[src/rtl/spi_master_pkg.sv]
package spi_master_pkg;
    localparam logic [1:0] ADR_CTRL = 2'd0;
    localparam logic [1:0] ADR_STAT = 2'd1;
    localparam logic [1:0] ADR_DATA = 2'd2;
    localparam int CTRL_IE  = 0;
    localparam int CTRL_SEL = 1;
    localparam int ST_BUSY  = 0;
    localparam int ST_WCOL  = 6;
    localparam int ST_DONE  = 7;
endpackage

[src/rtl/spi_sck_div.sv]
module spi_sck_div #(
    parameter int DIVW = 8
) (
    input  logic            clk,
    input  logic            rst_n,
    input  logic            load,
    input  logic            run,
    input  logic [DIVW-1:0] half_in,
    output logic            tick
);
    localparam logic [DIVW-1:0] ONE = DIVW'(1);

    typedef struct packed {
        logic [DIVW-1:0] cnt;
        logic [DIVW-1:0] half;
    } div_st_t;

    div_st_t st_d, st_q;

    always_comb begin
        st_d = st_q;
        tick = 1'b0;
        if (load) begin
            st_d.cnt  = '0;
            st_d.half = (half_in == '0) ? ONE : half_in;
        end else if (run) begin
            if (st_q.cnt == (st_q.half - ONE)) begin
                tick     = 1'b1;
                st_d.cnt = '0;
            end else begin
                st_d.cnt = st_q.cnt + ONE;
            end
        end
    end

    always_ff @(posedge clk or negedge rst_n) begin
        if (!rst_n) begin
            st_q <= '{cnt: '0, half: ONE};
        end else begin
            st_q <= st_d;
        end
    end
endmodule

[src/rtl/spi_shift_engine.sv]
module spi_shift_engine #(
    parameter int W = 8
) (
    input  logic         clk,
    input  logic         rst_n,
    input  logic         start,
    input  logic [W-1:0] tx_byte,
    input  logic         tick,
    input  logic         miso,
    output logic         sck,
    output logic         mosi,
    output logic         busy,
    output logic         done,
    output logic [W-1:0] rx_byte
);
    localparam int CW = (W > 1) ? $clog2(W) : 1;
    localparam logic [CW-1:0] LAST = CW'(W - 1);

    typedef struct packed {
        logic [W-1:0]  tx_sr;
        logic [W-1:0]  rx_sr;
        logic [CW-1:0] bitcnt;
        logic          sck;
        logic          busy;
    } eng_st_t;

    eng_st_t st_d, st_q;

    always_comb begin
        st_d = st_q;
        done = 1'b0;
        if (start) begin
            st_d.tx_sr  = tx_byte;
            st_d.bitcnt = '0;
            st_d.sck    = 1'b0;
            st_d.busy   = 1'b1;
        end else if (st_q.busy && tick) begin
            if (!st_q.sck) begin
                st_d.sck   = 1'b1;
                st_d.rx_sr = {st_q.rx_sr[W-2:0], miso};
            end else begin
                st_d.sck = 1'b0;
                if (st_q.bitcnt == LAST) begin
                    st_d.busy = 1'b0;
                    done      = 1'b1;
                end else begin
                    st_d.bitcnt = st_q.bitcnt + CW'(1);
                    st_d.tx_sr  = {st_q.tx_sr[W-2:0], 1'b0};
                end
            end
        end
    end

    always_ff @(posedge clk or negedge rst_n) begin
        if (!rst_n) begin
            st_q <= '0;
        end else begin
            st_q <= st_d;
        end
    end

    assign sck     = st_q.sck;
    assign mosi    = st_q.tx_sr[W-1];
    assign busy    = st_q.busy;
    assign rx_byte = st_q.rx_sr;
endmodule

[src/rtl/spi_byte_master.sv]
module spi_byte_master
    import spi_master_pkg::*;
#(
    parameter int DATA_W = 8,
    parameter int DIVW   = 8
) (
    input  logic              clk,
    input  logic              rst_n,
    input  logic              reg_we,
    input  logic              reg_re,
    input  logic [1:0]        reg_addr,
    input  logic [DATA_W-1:0] reg_wdata,
    output logic [DATA_W-1:0] reg_rdata,
    input  logic [DIVW-1:0]   div_half,
    input  logic              miso,
    output logic              sck,
    output logic              mosi,
    output logic              ssel_n,
    output logic              irq
);
    typedef struct packed {
        logic              ie;
        logic              sel;
        logic              flag;
        logic              wcol;
        logic              arm;
        logic [DATA_W-1:0] rxbuf;
    } top_st_t;

    top_st_t st_d, st_q;

    logic              eng_busy, eng_done, tick, start;
    logic [DATA_W-1:0] eng_rx;
    logic              wr_data, data_acc;
    logic              flag_w, wcol_w;

    assign wr_data  = reg_we && (reg_addr == ADR_DATA);
    assign data_acc = wr_data || (reg_re && (reg_addr == ADR_DATA));
    assign start    = wr_data && !eng_busy;

    spi_sck_div #(.DIVW(DIVW)) u_div (
        .clk    (clk),
        .rst_n  (rst_n),
        .load   (start),
        .run    (eng_busy),
        .half_in(div_half),
        .tick   (tick)
    );

    spi_shift_engine #(.W(DATA_W)) u_eng (
        .clk    (clk),
        .rst_n  (rst_n),
        .start  (start),
        .tx_byte(reg_wdata),
        .tick   (tick),
        .miso   (miso),
        .sck    (sck),
        .mosi   (mosi),
        .busy   (eng_busy),
        .done   (eng_done),
        .rx_byte(eng_rx)
    );

    always_comb begin
        st_d = st_q;
        if (reg_we && (reg_addr == ADR_CTRL)) begin
            st_d.ie  = reg_wdata[CTRL_IE];
            st_d.sel = reg_wdata[CTRL_SEL];
        end
        if (reg_re && (reg_addr == ADR_STAT) && st_q.flag) begin
            st_d.arm = 1'b1;
        end
        if (st_q.arm && data_acc) begin
            st_d.flag = 1'b0;
            st_d.wcol = 1'b0;
            st_d.arm  = 1'b0;
        end
        if (wr_data && eng_busy) begin
            st_d.wcol = 1'b1;
        end
        if (eng_done) begin
            st_d.flag  = 1'b1;
            st_d.rxbuf = eng_rx;
        end
    end

    always_ff @(posedge clk or negedge rst_n) begin
        if (!rst_n) begin
            st_q <= '{ie: 1'b0, sel: 1'b1, flag: 1'b0, wcol: 1'b0,
                      arm: 1'b0, rxbuf: '0};
        end else begin
            st_q <= st_d;
        end
    end

    always_comb begin
        reg_rdata = '0;
        case (reg_addr)
            ADR_CTRL: begin
                reg_rdata[CTRL_IE]  = st_q.ie;
                reg_rdata[CTRL_SEL] = st_q.sel;
            end
            ADR_STAT: begin
                reg_rdata[ST_BUSY] = eng_busy;
                reg_rdata[ST_WCOL] = st_q.wcol;
                reg_rdata[ST_DONE] = st_q.flag;
            end
            ADR_DATA: reg_rdata = st_q.rxbuf;
            default:  reg_rdata = '0;
        endcase
    end

    assign flag_w = st_q.flag;
    assign wcol_w = st_q.wcol;
    assign ssel_n = st_q.sel;
    assign irq    = st_q.flag && st_q.ie;
endmodule

[config.mk]
export PLATFORM = sky130hd
export DESIGN_NAME = spi_byte_master
export DESIGN_NICKNAME = d
export VERILOG_FILES = /design/src/rtl/spi_master_pkg.sv /design/src/rtl/spi_sck_div.sv /design/src/rtl/spi_shift_engine.sv /design/src/rtl/spi_byte_master.sv
export SDC_FILE = /design/constraint.sdc
export NUM_CORES = 1
export LEC_CHECK = 0
export ABC_AREA = 0
export BUFFER_PORTS_ARGS = -buffer_cell sky130_fd_sc_hd__buf_4
export CORE_MARGIN = 2
export CORE_UTILIZATION = 40
export DETAILED_ROUTE_END_ITERATION = 8
export PLACE_DENSITY_LB_ADDON = 0.15
export SLEW_MARGIN = 5
export SYNTH_ARGS = -nofsm -noshare
export SYNTH_HDL_FRONTEND = slang
export SYNTH_HIERARCHICAL = 1
export SYNTH_SLANG_ARGS = --single-unit
[constraint.sdc]
create_clock -name clk -period 9.75 [get_ports clk]
set_input_delay 0.4875 -clock clk [delete_from_list [all_inputs] [get_ports clk]]
set_output_delay 0.4875 -clock clk [all_outputs]
set_load 0.05 [all_outputs]
==> impl_results.md, run 1 <==
* Via count at between 1500 and 2000
* Detailed Route WL at between 4000 and 5000 µm
* Starting Density at 0.4120
* Die Footprint at roughly 7200 µm²
* CTS Buffer Depth at 2
* Final instance area at between 2000 and 3000 µm²
* Final cell utilization of the core at 0.4675
* Leakage at 0.001389 µW
* Max-slew headroom at 0.2871
* Clk_lat worst skew at 0.30 ns
* Largest net degree at the start of global routing at ~50
* Syn. warnings at 6
* Chip width at 84.64 µm
* Clock buffer count from CTS at 5
* Reg2Reg Launch Point: u_div/st_q[0]
* Final setup violation count at 0
* Syn Inst Count at approximately 230
* Port Buffers at 34
* Drt wl/cell at about 15 µm
* Setup repair after global routing missed its margin: no
* Dpl hpwl at ~3400 µm
* DRT Pass-1 Iters at 4
* Commonest non-fill, non-tap cell in the layout: dfrtp_1
* Final Max Slew Viols at 0
* Worst Path Max Fanout at 9
* Vias per inst at about 5.3
* H-Tree Depth at 2
* Hold slack at approximately 0.20 ns
* Initial antenna violation count at 0
* Status: finished clean
* HP Class: in -> async
* Share of layout cells above drive strength 1 at 0.3399
* Core area at 6314 µm²
* DRC at 0
* Synth Net Count at 257
* Pwr/cell area at 198.1 nW/µm²
* Post-cts sizing count at 0
* Final worst path period need at 3.517 ns
* R2R depth at 10
* Period utilisation layout at 0.3607
* Row Count at 29
* Post-DP Area at between 2000 and 3000 µm²
* Prevailing post-synth register cell: dfrtp_1
* Post-CTS setup buffers at 0
* Synth Register Bits at 50
* TritonCTS clock tree: yes
* Final Hold Viols at 0
* Placed Instances at 322
* Final GP Congestion at roughly 0.73
* Grt total ovfl at 0
* RR Endpoint: st_q[3]
* Inserted Diodes at 0
* Die H at ~85 µm
* Gr usage total at 0.1458
* EDFF count, synth at 0
* Worst slew pin tran at 1.064 ns
* Req. time, crit path at just under 10 ns
* Clock sink total at 50
* Clock Pin Slew Worst Setup and Hold Paths at approximately 0.09 ns
* Nets at around 280
* Total of max-cap violations at 0
* IO Count at 35
* Post-synth ARST share at 1.000
* Number of hold buffers added after cts at 0
* Most frequent cells in the layout: dfrtp_1, buf_4, mux2_2, nand2_1, a22o_1
* P&R area growth vs syn at 13.47%
* Post-synthesis cell type count at 44
* Max VDD drop at roughly 94 µV
* First-pass GRT wire length at approximately 8400 µm
* Worst setup EP type: register
* Fin Clk Skew at about 0.0065 ns
* Mapped Area at 2601 µm²
* Vias in the first global route at about 1700
* Register-to-Register Setup Slack at between 6 and 7 ns
* Post-Layout Cell Count at 330
* Worst setup SP type: register
* Sequential area share after synthesis at 0.4820
* DRT iter0 DRCs at between 70 and 80
* Post-Syn Area per Cell at 11.51 µm²
* WS Path Type: reg -> reg
* Post-detailed-route count of antenna-violating nets at 0
* Root Driver: clkbuf_8
* Fmax at 284.4 MHz
* Critical path arrival at 3.70 ns
* Setup_tns at 0 ns
cells in the mapped netlist, drive strengths merged, types with 3 or more instances:
cell type   n  area share
buf        11       0.032
a22o       11       0.038
dfrtp      48        0.46
xor2        4       0.013
clkbuf      5      0.0072
inv         8       0.012
nor2b       8       0.019
a32o        4       0.015
o21ai       8       0.015
and2        6       0.016
nand2      11       0.016
ha          8       0.038
nand4       3      0.0072
nor2        7       0.010
nor3       10       0.027
nand3       7       0.013
mux2       31        0.13
xnor2       7       0.024
through the flow:
step	power, µW	setup slack, ns
2_1_floorplan	419.2	6.640
3_3_place_gp	466.0	6.327
3_5_place_dp	467.0	6.244
4_1_cts	593.5	6.197
5_1_grt	627.7	5.932
6_report	584.6	6.233
kinds of logic (layout without fill, tap and decap cells):
group,Yosys count,count (layout),share of synthesized area
DFF,50,50,0.4820
xor gates and xnor gates,11,11,0.03704
and+or+nand+nor,63,63,0.1405
AOI/OAI and AO/OA,39,39,0.1169
muxes,31,31,0.1342
buffers and inverters,24,51,0.05098
adders and majority gates,8,8,0.03848
sequential cells by signal (all words and copies together), names as in the netlist:
signal         count
ssel_n             1
flag_w             1
u_eng/rx_byte      8
u_eng/busy         1
u_eng/mosi         1
wcol_w             1
u_eng/st_q        10
u_div/st_q        16
st_q              10
u_eng/sck          1
worst max-delay path: stages (launching register included):
cell,delay [ns]
dfstp_2,0.58
inv_1,0.07
ha_1,0.25
nor2b_1,0.15
o311ai_1,0.26
o2111ai_1,0.27
or2_1,0.32
nor2b_1,0.24
and3b_1,0.40
and3_1,0.48
mux2_2,0.39
power breakdown:
group,switching (µW),internal (µW)
logic,83.7,81.4
registers,49.7,246
clock network,66.1,57.3
total,200,385
metal layers:
metal  part of all wire  up-vias  track usage
met5                  0        -            0
met4              0.022        0      0.06638
met3              0.039       10      0.03048
met2               0.44       36       0.2105
met1               0.50      845       0.2109
li1                   -      863            -
final cells by class:
type,count,area [µm²]
multi-input combinational,152,1217
fill,615,3362
clock inverter,1,5.005
sequential,50,1254
clock buffer,7,86.33
tap,77,96.34
inverter,8,30.03
timing repair buffer,35,262.8
worst max path at each step:
stage / startpoint / to / cells past startpoint
2_1_floorplan: u_div/st_q[0] / st_q[0] / 12
3_3_place_gp: u_div/st_q[0] / st_q[7] / 10
3_5_place_dp: u_div/st_q[0] / st_q[3] / 10
4_1_cts: u_div/st_q[0] / st_q[3] / 10
5_1_grt: u_div/st_q[0] / st_q[6] / 11
6_report: u_div/st_q[0] / st_q[3] / 10
No activity file was read; power rests on OpenSTA's default activity.
==> run 2: changes to the inputs <==
- ABC_AREA: 0 -> 1
- clock period: 9.75 -> 2.84 ns (I/O delays scaled with it)
==> impl_results.md, run 2 <==
* Synth Net Count at 430
* Setup WS post-layout at 0.3671 ns
* HP Class: in -> reg
* Pre-CTS setup slack at about 0.36 ns
* Syn Inst Count at 399
* Largest area contributor in the netlist: dfrtp_1
* Register-to-Register Setup Slack at between 0.3 and 0.4 ns
* Largest Register: u_div/st_q
* Port Buffers at 34
* Worst setup EP type: register
* Max VDD drop at 341.8 µV
* Placed Instances at 517
* Drt wl/cell at 11.18 µm
* Initial antenna violation count at 0
* Period utilisation layout at 0.8707
* Final Hold Viols at 0
* Total of max-cap violations at 0
* Worst slew pin tran at roughly 0.63 ns
* Clock sink total at 50
* RR Endpoint: u_eng/st_q[17]
* Post-Layout Cell Count at 526
* Share of layout cells above drive strength 1 at 0.1628
* EDFF count, synth at 0
* Critical path arrival at about 2.7 ns
* CTS Buffer Depth at 2
* Root Driver: clkbuf_8
* Post-detailed-route count of antenna-violating nets at 0
* P&R area growth vs syn at 13.86%
* Die H at between 80 and 90 µm
* DRC at 0
* Final setup violation count at 0
* Via count at around 2400
* Most frequent cells in the layout: nand2_1, dfrtp_1, inv_1, buf_4, nand3_1
* TritonCTS clock tree: yes
* Post-Syn Area per Cell at 7.238 µm²
* Vias per inst at 4.599
* Pwr/cell area at between 700 and 800 nW/µm²
* Final Max Slew Viols at 0
* Row Count at 30
* Max-slew headroom at 0.5822
* H-Tree Depth at 2
* Req. time, crit path at 3.05 ns
* Post-cts sizing count at 0
* Fmax at roughly 400 MHz
* Reg2Reg Launch Point: u_div/st_q[0]
* Setup_tns at 0 ns
* Final worst path period need at 2.473 ns
* Die Footprint at roughly 7900 µm²
* Worst setup SP type: register
* DRT Pass-1 Iters at 4
* Post-synthesis cell type count at 28
* Sequential area share after synthesis at 0.4341
* Synth cell count leaders: nand2_1, dfrtp_1, inv_1, nand3_1, nor2_1
* Prevailing post-synth register cell: dfrtp_1
* Yosys top cell area share at 0.4159
* Gr usage total at 0.1665
* Largest net degree at the start of global routing at 51
* Most frequent cell after synthesis: nand2_1
* Hold slack at 0.04027 ns
* R2R depth at 16
* Mapped Area at 2888 µm²
* Synth Register Bits at 50
* First-pass GRT wire length at about 10000 µm
* Number of hold buffers added after cts at 1
* Worst Hold Launch: div_half[3]
* Biggest regs: u_div/st_q: 16 flops, st_q: 10 flops, u_eng/st_q: 10 flops
* Clock Pin Slew Worst Setup and Hold Paths at around 0.1 ns
* Synth top area cells: dfrtp_1, nand2_1, inv_1, ha_1, nand3_1
* Fin Clk Skew at a little under 0.004 ns
* Inserted Diodes at 0
* Starting Density at 0.4181
* Leakage at about 0.0018 µW
* Core area at approximately 6900 µm²
* Max reg flops at 16
* Final GP Congestion at 0.8347
* Dpl hpwl at ~4400 µm
* Post-synth ARST share at 1.000
* DRT iter0 DRCs at ~130
* Clock buffer count from CTS at 5
* Syn. warnings at 6
* IO Count at 35
* Chip width at between 80 and 90 µm
* Grt total ovfl at 0
* Vias in the first global route at between 2000 and 2500
* Commonest non-fill, non-tap cell in the layout: nand2_1
* WS Path Type: reg -> reg
* Status: finished clean
* Worst Path Max Fanout at 11
* Clk_lat worst skew at a little over 0.3 ns
* WHS Path Cells at 3
* Hold EP: u_div/st_q[3]
* Setup repair after global routing missed its margin: no
* Post-CTS setup buffers at 0
* Detailed Route WL at a little under 6000 µm
* Nets at between 400 and 500
-- run 2: changes by cell type in the layout (fill, tap and decap cells not counted), sizes merged, moves of 4 or more --
cell	previous run	this run
nor3	10	5
o21ai	8	24
mux2	31	0
xnor2	7	2
inv	8	51
nand2	11	187
nor2b	8	0
a21oi	1	6
nor2	7	22
nand3	7	21
and2	6	0
a32o	4	0
a22o	11	0
-- run 2: layout make-up --
cell class	count	area [µm²]
clock inverter	3	48.80
fill	744	3618
sequential	50	1254
clock buffer	5	68.82
multi-input combinational	283	1314
inverter	50	187.7
tap	96	120.1
timing repair buffer	39	295.3
-- run 2: layer usage --
layer / track usage / up-vias / share of wire
met5: 0 / - / 0
met4: 0.03664 / 0 / 0.0094
met3: 0.03970 / 6 / 0.045
met2: 0.2598 / 39 / 0.44
met1: 0.2376 / 1107 / 0.50
li1: - / 1267 / -
-- run 2: cells by family after synthesis --
family,Yosys count,share of synthesized area
simple gates,240,0.3518
buf+inv,66,0.1109
flops,50,0.4341
compound gates,30,0.05329
fa+ha+maj,8,0.03466
xor+xnor,5,0.01517
-- run 2: critical path, stage by stage (launching register included) --
cell and delay [ns]:
dfstp_2 0.56, inv_2 0.06, ha_1 0.29, inv_1 0.04, nand2_1 0.06, nand2_1 0.05
nor2_1 0.08, nand3_1 0.09, a21oi_2 0.16, nand3_4 0.14, nor2_2 0.12, nand2_1 0.08
buf_4 0.18, nand2_2 0.07, nand3_2 0.20, nand2_1 0.13, nand2_1 0.06
-- run 2: power breakdown --
| part | total (µW) | switching [µW] | internal (µW) |
|---|---|---|---|
| logic | 803 | 507 | 295 |
| registers | 1010 | 153 | 855 |
| clock network | 527 | 259 | 268 |
| total | 2340 | 919 | 1420 |
-- run 2: worst max path at each step --
stage	startpoint	end	slack, ns	depth (start not counted)
floorplan	u_div/st_q[0]	st_q[1]	0.51	17
global placement	u_div/st_q[0]	u_eng/st_q[4]	0.41	17
detailed placement	u_div/st_q[0]	u_eng/st_q[15]	0.36	16
CTS	u_div/st_q[0]	u_eng/st_q[15]	0.35	16
global route	u_div/st_q[0]	u_eng/mosi	0.06	16
finish	u_div/st_q[0]	u_eng/st_q[17]	0.37	16
-- run 2: through the flow --
stage	total power, µW	cell area, µm²	utilization
after floorplan	1630	2888	-
after global placement	1814	3161	0.4576
after detailed placement	1828	3161	0.4576
after CTS	2369	3288	0.4761
after global routing	2546	3288	0.4761
final	2338	3288	0.4761
